## src/rtl/dual_pio_pkg.sv

```systemverilog
package dual_pio_pkg;
  localparam int BYTE_W   = 8;
  localparam int HALF_W   = BYTE_W / 2;
  localparam int PORTS    = 3;
  localparam int SLOT_N   = 4;
  localparam int LINES_U  = PORTS * BYTE_W;
  localparam logic [1:0] CTRL_SLOT = 2'd3;
  localparam int MS_FLAG  = 7;
  localparam int MS_A_IN  = 4;
  localparam int MS_CH_IN = 3;
  localparam int MS_B_IN  = 1;
  localparam int MS_CL_IN = 0;
endpackage

```

## src/rtl/pio_unit.sv

```systemverilog
module pio_unit
  import dual_pio_pkg::*;
(
  input  logic                 clk,
  input  logic                 rst,
  input  logic                 wr_en,
  input  logic [1:0]           slot,
  input  logic [BYTE_W-1:0]    wdata,
  output logic [LINES_U-1:0]   lat_o,
  output logic [LINES_U-1:0]   oe_o
);
  logic [BYTE_W-1:0] lat_q [PORTS];
  logic [BYTE_W-1:0] oe_q  [PORTS];

  wire ctl_wr  = wr_en && (slot == CTRL_SLOT);
  wire mode_wr = ctl_wr && wdata[MS_FLAG];
  wire bit_wr  = ctl_wr && !wdata[MS_FLAG];

  always_ff @(posedge clk) begin
    if (rst) begin
      for (int p = 0; p < PORTS; p++) begin
        lat_q[p] <= '0;
        oe_q[p]  <= '0;
      end
    end else if (mode_wr) begin
      for (int p = 0; p < PORTS; p++) lat_q[p] <= '0;
      oe_q[0] <= {BYTE_W{~wdata[MS_A_IN]}};
      oe_q[1] <= {BYTE_W{~wdata[MS_B_IN]}};
      oe_q[2] <= {{HALF_W{~wdata[MS_CH_IN]}}, {HALF_W{~wdata[MS_CL_IN]}}};
    end else if (bit_wr) begin
      lat_q[2][wdata[3:1]] <= wdata[0];
    end else if (wr_en) begin
      lat_q[slot] <= wdata;
    end
  end

  for (genvar p = 0; p < PORTS; p++) begin : g_flat
    assign lat_o[p*BYTE_W +: BYTE_W] = lat_q[p];
    assign oe_o[p*BYTE_W +: BYTE_W]  = oe_q[p];
  end

  assert_dir_hold_R4: assert property (@(posedge clk) disable iff (rst)
    !mode_wr |=> $stable(oe_o))
    else $error("direction changed without mode-set");

  assert_modeset_clear_R6: assert property (@(posedge clk) disable iff (rst)
    mode_wr |=> (lat_o == '0))
    else $error("latches not cleared by mode-set");

  assert_latch_hold_R11: assert property (@(posedge clk) disable iff (rst)
    !wr_en |=> $stable(lat_o))
    else $error("latch changed without write");

  assert_bitset_R10: assert property (@(posedge clk) disable iff (rst)
    bit_wr |=> ($countones(lat_o ^ $past(lat_o)) <= 1) && $stable(oe_o)
               && (lat_o[2*BYTE_W + $past(wdata[3:1])] == $past(wdata[0])))
    else $error("bit set/reset misbehaved");
endmodule

```

## src/rtl/pio_readmux.sv

```systemverilog
module pio_readmux
  import dual_pio_pkg::*;
#(
  parameter int UNITS  = 2,
  parameter int ADDR_W = 3
) (
  input  logic                     clk,
  input  logic                     rst,
  input  logic                     rd_en,
  input  logic [ADDR_W-1:0]        addr,
  input  logic [UNITS*LINES_U-1:0] lat,
  input  logic [UNITS*LINES_U-1:0] oe,
  input  logic [UNITS*LINES_U-1:0] pins,
  output logic [BYTE_W-1:0]        rdata
);
  localparam int UW = (ADDR_W > 2) ? ADDR_W - 2 : 1;

  logic [UW-1:0]     unit_idx;
  logic [1:0]        slot;
  logic [BYTE_W-1:0] sel_lat, sel_oe, sel_pin, merged;

  always_comb begin
    unit_idx = '0;
    if (ADDR_W > 2) unit_idx = UW'(addr >> 2);
    slot    = addr[1:0];
    sel_lat = '0;
    sel_oe  = '0;
    sel_pin = '0;
    if (slot != CTRL_SLOT && int'(unit_idx) < UNITS) begin
      sel_lat = lat[(int'(unit_idx)*PORTS + int'(slot))*BYTE_W +: BYTE_W];
      sel_oe  = oe[(int'(unit_idx)*PORTS + int'(slot))*BYTE_W +: BYTE_W];
      sel_pin = pins[(int'(unit_idx)*PORTS + int'(slot))*BYTE_W +: BYTE_W];
    end
    merged = (sel_oe & sel_lat) | (~sel_oe & sel_pin);
  end

  always_ff @(posedge clk) begin
    if (rst)        rdata <= '0;
    else if (rd_en) rdata <= merged;
  end

  assert_ctrl_read_zero_R9: assert property (@(posedge clk) disable iff (rst)
    (rd_en && addr[1:0] == CTRL_SLOT) |=> (rdata == '0))
    else $error("control read not zero");

  assert_rdata_hold_R8: assert property (@(posedge clk) disable iff (rst)
    !rd_en |=> $stable(rdata))
    else $error("rdata changed without read");
endmodule

```

## src/rtl/dual_pio.sv

```systemverilog
module dual_pio
  import dual_pio_pkg::*;
#(
  parameter int UNITS = 2,
  localparam int ADDR_W = $clog2(UNITS * SLOT_N),
  localparam int LINES  = UNITS * LINES_U
) (
  input  logic              clk,
  input  logic              rst,
  input  logic [ADDR_W-1:0] addr,
  input  logic              wr_en,
  input  logic              rd_en,
  input  logic [BYTE_W-1:0] wdata,
  output logic [BYTE_W-1:0] rdata,
  output logic [LINES-1:0]  pin_out,
  output logic [LINES-1:0]  pin_oe,
  input  logic [LINES-1:0]  pin_in
);
  for (genvar u = 0; u < UNITS; u++) begin : g_unit
    wire hit = wr_en && (int'(addr >> 2) == u);
    pio_unit u_unit (
      .clk   (clk),
      .rst   (rst),
      .wr_en (hit),
      .slot  (addr[1:0]),
      .wdata (wdata),
      .lat_o (pin_out[u*LINES_U +: LINES_U]),
      .oe_o  (pin_oe[u*LINES_U +: LINES_U])
    );
  end

  pio_readmux #(.UNITS(UNITS), .ADDR_W(ADDR_W)) u_rd (
    .clk   (clk),
    .rst   (rst),
    .rd_en (rd_en),
    .addr  (addr),
    .lat   (pin_out),
    .oe    (pin_oe),
    .pins  (pin_in),
    .rdata (rdata)
  );
endmodule

```

## config.mk

```make
export PLATFORM = sky130hd
export DESIGN_NAME = dual_pio
export DESIGN_NICKNAME = d
export VERILOG_FILES = /design/src/rtl/dual_pio_pkg.sv /design/src/rtl/pio_unit.sv /design/src/rtl/pio_readmux.sv /design/src/rtl/dual_pio.sv
export SDC_FILE = /design/constraint.sdc
export NUM_CORES = 1
export LEC_CHECK = 0
export ABC_AREA = 1
export BUFFER_PORTS_ARGS = -buffer_cell sky130_fd_sc_hd__buf_2
export CORE_ASPECT_RATIO = 1.1
export CORE_MARGIN = 4
export CORE_UTILIZATION = 50
export CTS_CLUSTER_DIAMETER = 100
export CTS_CLUSTER_SIZE = 30
export DETAILED_ROUTE_END_ITERATION = 10
export GPL_TIMING_DRIVEN = 0
export PLACE_DENSITY = 0.77
export SYNTH_ARGS = -nofsm -noshare
export SYNTH_HDL_FRONTEND = slang
export SYNTH_SLANG_ARGS = --single-unit
```

## constraint.sdc

```tcl
create_clock -name clk -period 2.56 [get_ports clk]
set_clock_uncertainty 0.05 [all_clocks]
set_input_delay 0.64 -clock clk [delete_from_list [all_inputs] [get_ports clk]]
set_output_delay 0.64 -clock clk [all_outputs]
set_load 0.05 [all_outputs]
```

==> flow_summary.ini, run 1 <==
[global_routing]
grt.overflow.total = 0
grt_pass1_wl_um = 21400
grt_usage_pct = 26.1
antenna_found_initial = 0
grt_pass1_vias = 4356
grt_start_max_net_pins = 13

[timing]
drv_slew = 0
setup_viol = 0
min_period_ns = 2.35
rsz0062_at_grt = no
hold_viol = 0
fin_crit_sh_pct = 91.9
fmax_ghz = 0.425
setup_slack_ns = 0.207
relSlewSlack_pct = 66.5
worstMarginPinSlew_ns = 0.502

[setup_path]
crit_family = simple AND/OR/NAND/NOR gates
crit_type = in -> reg
path_depth = 10
path_max_fanout = 10
r2r-end = u_rd.rdata[4]$_SDFFE_PP0P_
critPathRequiredTime_ns = 2.72
worstReg2RegStart = g_unit[1].u_unit.oe_q[0][7]$_SDFFCE_PN0P_
crit_path_end = u_rd.rdata[6]$_SDFFE_PP0P_
crit_arrival_ns = 2.52
reg2reg_slack_ns = 0.91
cp_num_buf_inv = 2
cpMostUsedCell = nor2_1
max_stage_delay_ns = 0.43
critPathLaunchType = input port
worstSetupStartpoint = addr[0]
end_kind = flop
crit_chain = buf_2 > ha_1 > fa_1 > clkbuf_1 > nor2_1 > nand2_1 > nor2_1 > nor2_1 > nand3_1 > a21oi_1
cp_slowest_cell = nor2_1
reg2reg_depth = 8

[clock_tree]
path_clk_slew_ns = 0.07
tritoncts = done
cts_made_buffers = 9
post-cts-setup-buffers = 0
cts.sinks = 64
ctsResizeCount = 0
insertion_delay_ns = 0.35
cts-root-buf = clkbuf_8
ctsHoldBuffers = 0
cts.htree.levels = 3
clockBufferDepth = 2

[routing]
routed-via-count = 4647
via_per_inst = 5.02
dr.pass1.iters = 5
wl_um = 13700
detail_route.iter0.violations = 347
wire_per_inst_um = 14.8
ant_nets = 0
drc = 0

[synthesis]
synth_seq_cells = 64
async_flop_share_pct = 0
yosys_warnings = 0
ys_seq_area_share_pct = 41.6
ys_types = 25
syn_avg_cell_area_um2 = 6.97
synth_flop_cell = edfxtp_1
synth_enable_flop_cells = 56
syn_area_mm2 = 0.00443
synth_fp_nets = 700
postSynthCellCount = 635

[power]
irDropWorstVdd_v = 0.000494
p_leak_nw = 2.99
power_density_mw_per_mm2 = 607

[flow_run]
cap_violations = 0

[finish]
mostFrequentLayoutCells = nand2_1, buf_2, nor2_1, inv_1, edfxtp_1
drive_above_1_share_pct = 32.5
syn_to_final_growth_pct = 26.6
final_nets = 875
num_antenna_cells = 0
final_area_mm2 = 0.00560
regArea_mm2 = 0.00184
multi_input_area_mm2 = 0.00190
fillers = 809
layout_commonest_cell = nand2_1

[worst_hold_path]
hold_class = reg -> reg

[placement]
dp_hpwl_um = 11200
port_buffers = 164
place_congestion = 0.944
dp_worst_setup_slack_ns = -0.103
place_area_mm2 = 0.00539

[floorplanning]
dieArea_mm2 = 0.0104
initial_utilization_pct = 52.1
core_mm2 = 0.00850
fp-row-count = 35
die-height_um = 107
ios = 167
die_w_um = 97.7

[outcome]
status = finished, final reports clean
flip-flops by register name (all words and copies together) (netlist names):
| name | cells |
|---|---|
| g_unit.u_unit.oe_q | 8 |
| u_rd.rdata | 8 |
| g_unit.u_unit.lat_q | 48 |
final cells by class:
class / instances / share of cell area (%)
Sequential cell: 64 / 32.9
Timing Repair Buffer: 164 / 14.6
Tap cell: 111 / 2.48
Buffer: 64 / 7.81
Inverter: 65 / 4.44
Clock buffer: 9 / 2.21
Multi-Input combinational cell: 442 / 33.8
Clock inverter: 7 / 1.70
worst register-to-register path: stages, from the launching register on:
cell      delay, ns
edfxtp_1       0.54
nand2_2        0.23
inv_1          0.06
nor2_1         0.24
nand2_1        0.10
nand3_1        0.08
nand2_1        0.06
nand3_1        0.09
a21oi_1        0.06
per-stage QoR:
stage | TNS (ns) | hold WS [ns] | cells | total power, mW | util (%)
global route | 0 | 0.440 | 926 | 3.56 | 66.0
CTS | 0 | 0.418 | 926 | 3.40 | 66.0
floorplan | 0 | 0.637 | 635 | 2.15 | -
finish | 0 | 0.416 | 926 | 3.40 | 66.0
global placement | -0.471 | 0.402 | 910 | 2.44 | 63.4
detailed placement | -0.599 | 0.407 | 910 | 2.46 | 63.4
cells in the mapped netlist (8+ instances only):
cell / count / area [um2]
buf_4: 42 / 315
nand3_1: 34 / 170
dfxtp_1: 8 / 160
buf_2: 13 / 65.1
nand2_1: 236 / 886
inv_1: 60 / 225
o211ai_1: 8 / 60.1
a21oi_1: 17 / 85.1
edfxtp_1: 56 / 1680
nor2_1: 90 / 338
o21ai_0: 33 / 165
or2_2: 8 / 50.1
layer usage:
metal  track usage [%]  up-vias  wire length [um]
met5                 0        -                 0
met4              9.99        0               359
met3              5.60       29              1100
met2              46.1      211              6840
met1              31.0     2107              5400
li1                  -     2300                 -
worst min-delay path by stage:
stage / slack, ns / start / end / cells after the start
after floorplan: 0.64 / u_rd.rdata[0]$_SDFFE_PP0P_ / u_rd.rdata[0]$_SDFFE_PP0P_ / 2
after global placement: 0.40 / u_rd.rdata[5]$_SDFFE_PP0P_ / u_rd.rdata[5]$_SDFFE_PP0P_ / 2
after detailed placement: 0.41 / u_rd.rdata[3]$_SDFFE_PP0P_ / u_rd.rdata[3]$_SDFFE_PP0P_ / 2
after CTS: 0.42 / u_rd.rdata[3]$_SDFFE_PP0P_ / u_rd.rdata[3]$_SDFFE_PP0P_ / 2
after global routing: 0.44 / u_rd.rdata[4]$_SDFFE_PP0P_ / u_rd.rdata[4]$_SDFFE_PP0P_ / 2
final: 0.42 / u_rd.rdata[4]$_SDFFE_PP0P_ / u_rd.rdata[4]$_SDFFE_PP0P_ / 2
power by group:
part	switching, mW	total, mW	internal [mW]
combinational	0.841	1.15	0.313
clock	0.413	0.962	0.549
sequential	0.0667	1.28	1.22
total	1.32	3.40	2.08
kinds of logic (layout without fill, tap and decap cells):
family	Yosys count	after routing	synth area share, %
flops	64	64	41.6
compound gates	59	59	7.12
simple gates	381	381	35.0
buf+inv	129	309	15.5
fa+ha+maj	2	2	0.735
No activity file was read; power rests on OpenSTA's default activity.
==> run 2: changes to the inputs <==
--- a/config.mk
+++ b/config.mk
@@ -5,16 +5,15 @@
 export SDC_FILE = /design/constraint.sdc
 export NUM_CORES = 1
 export LEC_CHECK = 0
-export ABC_AREA = 1
 export BUFFER_PORTS_ARGS = -buffer_cell sky130_fd_sc_hd__buf_2
 export CORE_ASPECT_RATIO = 1.1
 export CORE_MARGIN = 4
-export CORE_UTILIZATION = 50
+export CORE_UTILIZATION = 45
 export CTS_CLUSTER_DIAMETER = 100
 export CTS_CLUSTER_SIZE = 30
 export DETAILED_ROUTE_END_ITERATION = 10
 export GPL_TIMING_DRIVEN = 0
-export PLACE_DENSITY = 0.77
+export PLACE_DENSITY = 0.71
 export SYNTH_ARGS = -nofsm -noshare
 export SYNTH_HDL_FRONTEND = slang
 export SYNTH_SLANG_ARGS = --single-unit
==> run 2 against run 1 <==
Against the previous run:
- synthesized area shrank 8.1%
- die area rose by 2.0%
- power down 5.0%
- sequential power about the same
- cell count is 23% lower
- design area down 5.9%
- critical path depth fell by 4
- worst setup slack better by 0.0063 ns
- global-route usage down 2.1 points
- largest power group unchanged
==> flow_summary.ini, run 2 <==
[timing]
drv_slew = 0
fin_crit_sh_pct = 91.7
hold_viol = 0
worstMarginPinSlew_ns = 1.07
min_period_ns = 2.35
setup_slack_ns = 0.214
setup_viol = 0
fmax_ghz = 0.426
rsz0062_at_grt = no
relSlewSlack_pct = 27.8
finalSetupTns_ns = 0

[finish]
num_antenna_cells = 0
largest_reg_flops = 48
regMostFlops = g_unit.u_unit.lat_q
final_util_pct = 59.7
layout_commonest_cell = buf_2
reg_top3 = g_unit.u_unit.lat_q (48), g_unit.u_unit.oe_q (8), u_rd.rdata (8)
final_nets = 663
final_area_mm2 = 0.00527
mostFrequentLayoutCells = buf_2, nand2_1, edfxtp_1, mux2i_1, buf_4
syn_to_final_growth_pct = 29.6
drive_above_1_share_pct = 38.6

[routing]
routed-via-count = 3916
via_per_inst = 5.46
wl_um = 13200
drc = 0
wl_met3_um = 1100
ant_nets = 0
dr.pass1.iters = 7
route.met2.wl_um = 6690
routed.top_layer = met4
wire_per_inst_um = 18.4
wl_met1_um = 4970
detail_route.iter0.violations = 344

[setup_path]
critPathRequiredTime_ns = 2.57
r2r-end = u_rd.rdata[6]$_SDFFE_PP0P_
reg2reg_slack_ns = 0.61
reg2reg_depth = 5
path_max_fanout = 10
crit_type = in -> reg
critPathLaunchType = input port
crit_arrival_ns = 2.35
end_kind = flop
worstReg2RegStart = g_unit[0].u_unit.oe_q[0][15]$_SDFFCE_PN0P_

[placement]
place_congestion = 0.882
dp_hpwl_um = 10500
place_area_mm2 = 0.00504
dp_worst_setup_slack_ns = -0.272
port_buffers = 166

[worst_hold_path]
min_path_cells = 2
min_to = u_rd.rdata[4]$_SDFFE_PP0P_
hold_class = reg -> reg
hold_start = u_rd.rdata[4]$_SDFFE_PP0P_

[synthesis]
ys_seq_area_share_pct = 45.3
synth_flop_cell = edfxtp_1
synth.most_common_cell = nand2_1
ys_top_cells_by_count = nand2_1, edfxtp_1, mux2i_1
syn_area_mm2 = 0.00407
ys_top_cells_by_area = edfxtp_1, mux2i_1, buf_4
syn_avg_cell_area_um2 = 9.66
synth_enable_flop_cells = 56
postSynthCellCount = 421
async_flop_share_pct = 0
yosys_warnings = 0
ys_types = 45
synth_fp_nets = 486
yosysTopAreaCell = edfxtp_1
synth_seq_cells = 64
synth_top_cell_area_share_pct = 41.3

[clock_tree]
cts.htree.levels = 3
cts-root-buf = clkbuf_8
path_clk_slew_ns = 0.07
cts_made_buffers = 9
cts.sinks = 64
tritoncts = done
insertion_delay_ns = 0.35
post-cts-setup-buffers = 0
clockBufferDepth = 2

[flow_run]
cap_violations = 0

[power]
irDropWorstVdd_v = 0.000290
p_leak_nw = 2.49
power_density_mw_per_mm2 = 613
total_power_mw = 3.23

[global_routing]
antenna_found_initial = 0
grt_pass1_vias = 3649
grt_pass1_wl_um = 19400
grt_start_max_net_pins = 13
grt_usage_pct = 24.0
grt.overflow.total = 0

[floorplanning]
die-height_um = 108
core_mm2 = 0.00883
dieArea_mm2 = 0.0106
fp-row-count = 36
die_w_um = 98.7
ios = 167
initial_utilization_pct = 46.1

[outcome]
status = finished, final reports clean
==> run 2: cell count changes in the layout (fill, tap and decap cells not counted), sizes merged, moves of 14 or more <==
cell / before / now
inv: 66 / 5
nand3: 34 / 2
nand2: 243 / 71
o21ai: 34 / 20
mux2i: 0 / 55
nor2: 96 / 25
clkbuf: 15 / 35
==> run 2: worst max-delay path by stage <==
stage,cells past startpoint,endpoint,slack (ns),startpoint
2_1_floorplan,6,u_rd.rdata[2]$_SDFFE_PP0P_,0.27,addr[0]
3_3_place_gp,7,g_unit[0].u_unit.lat_q[2][6]$_SDFFCE_PN0P_,-0.25,addr[1]
3_5_place_dp,7,g_unit[0].u_unit.lat_q[2][6]$_SDFFCE_PN0P_,-0.27,addr[1]
4_1_cts,7,g_unit[0].u_unit.lat_q[2][6]$_SDFFCE_PN0P_,0.09,addr[1]
5_1_grt,7,g_unit[0].u_unit.lat_q[0][7]$_SDFFCE_PN0P_,0.04,addr[2]
6_report,6,g_unit[1].u_unit.oe_q[0][15]$_SDFFCE_PN0P_,0.21,addr[1]
==> run 2: metrics by stage <==
| stage | hold WS (ns) | cells |
|---|---|---|
| final | 0.388 | 717 |
| after global routing | 0.405 | 717 |
| after CTS | 0.390 | 717 |
| after detailed placement | 0.380 | 701 |
| after global placement | 0.376 | 701 |
| after floorplan | 0.605 | 421 |
==> run 2: worst max-delay path: stages <==
cell and delay, ns:
buf_2 0.16, and3_1 0.18, clkbuf_1 0.14, a31oi_1 0.61, clkbuf_1 0.42, inv_1 0.21
==> run 2: cell type report <==
type / instances / area [um2]
Fill cell: 836 / 3560
Sequential cell: 64 / 1840
Multi-Input combinational cell: 279 / 1790
Timing Repair Buffer: 166 / 831
Buffer: 73 / 428
Tap cell: 114 / 143
Clock buffer: 9 / 124
Clock inverter: 7 / 96.3
Inverter: 5 / 18.8
==> run 2: repair_timing <==
action	4_1_cts	5_1_grt
resized for setup	0	2
setup endpoints to repair	0	15
hold buffers	0	0
==> run 2: logic make-up (layout without fill, tap and decap cells) <==
kind of cell,count (synthesis),after routing,synth area share [%]
adders and majority gates,2,2,0.799
AOI/OAI and AO/OA,75,75,12.2
muxes,57,57,14.1
buffers and inverters,78,260,11.0
DFF,64,64,45.3
and+or+nand+nor,145,145,16.7
==> run 2: metal layers <==
layer	track usage (%)	vias to the layer above
met4	10.7	0
met2	40.8	220
met1	30.1	1828
li1	-	1833
met5	0	-
met3	3.69	35
==> run 2: power breakdown <==
| group | total [mW] | switching, mW | internal, mW |
|---|---|---|---|
| Sequential | 1.27 | 0.0562 | 1.21 |
| Clock | 0.965 | 0.417 | 0.548 |
| Combinational | 0.996 | 0.718 | 0.278 |
| Total | 3.23 | 1.19 | 2.04 |
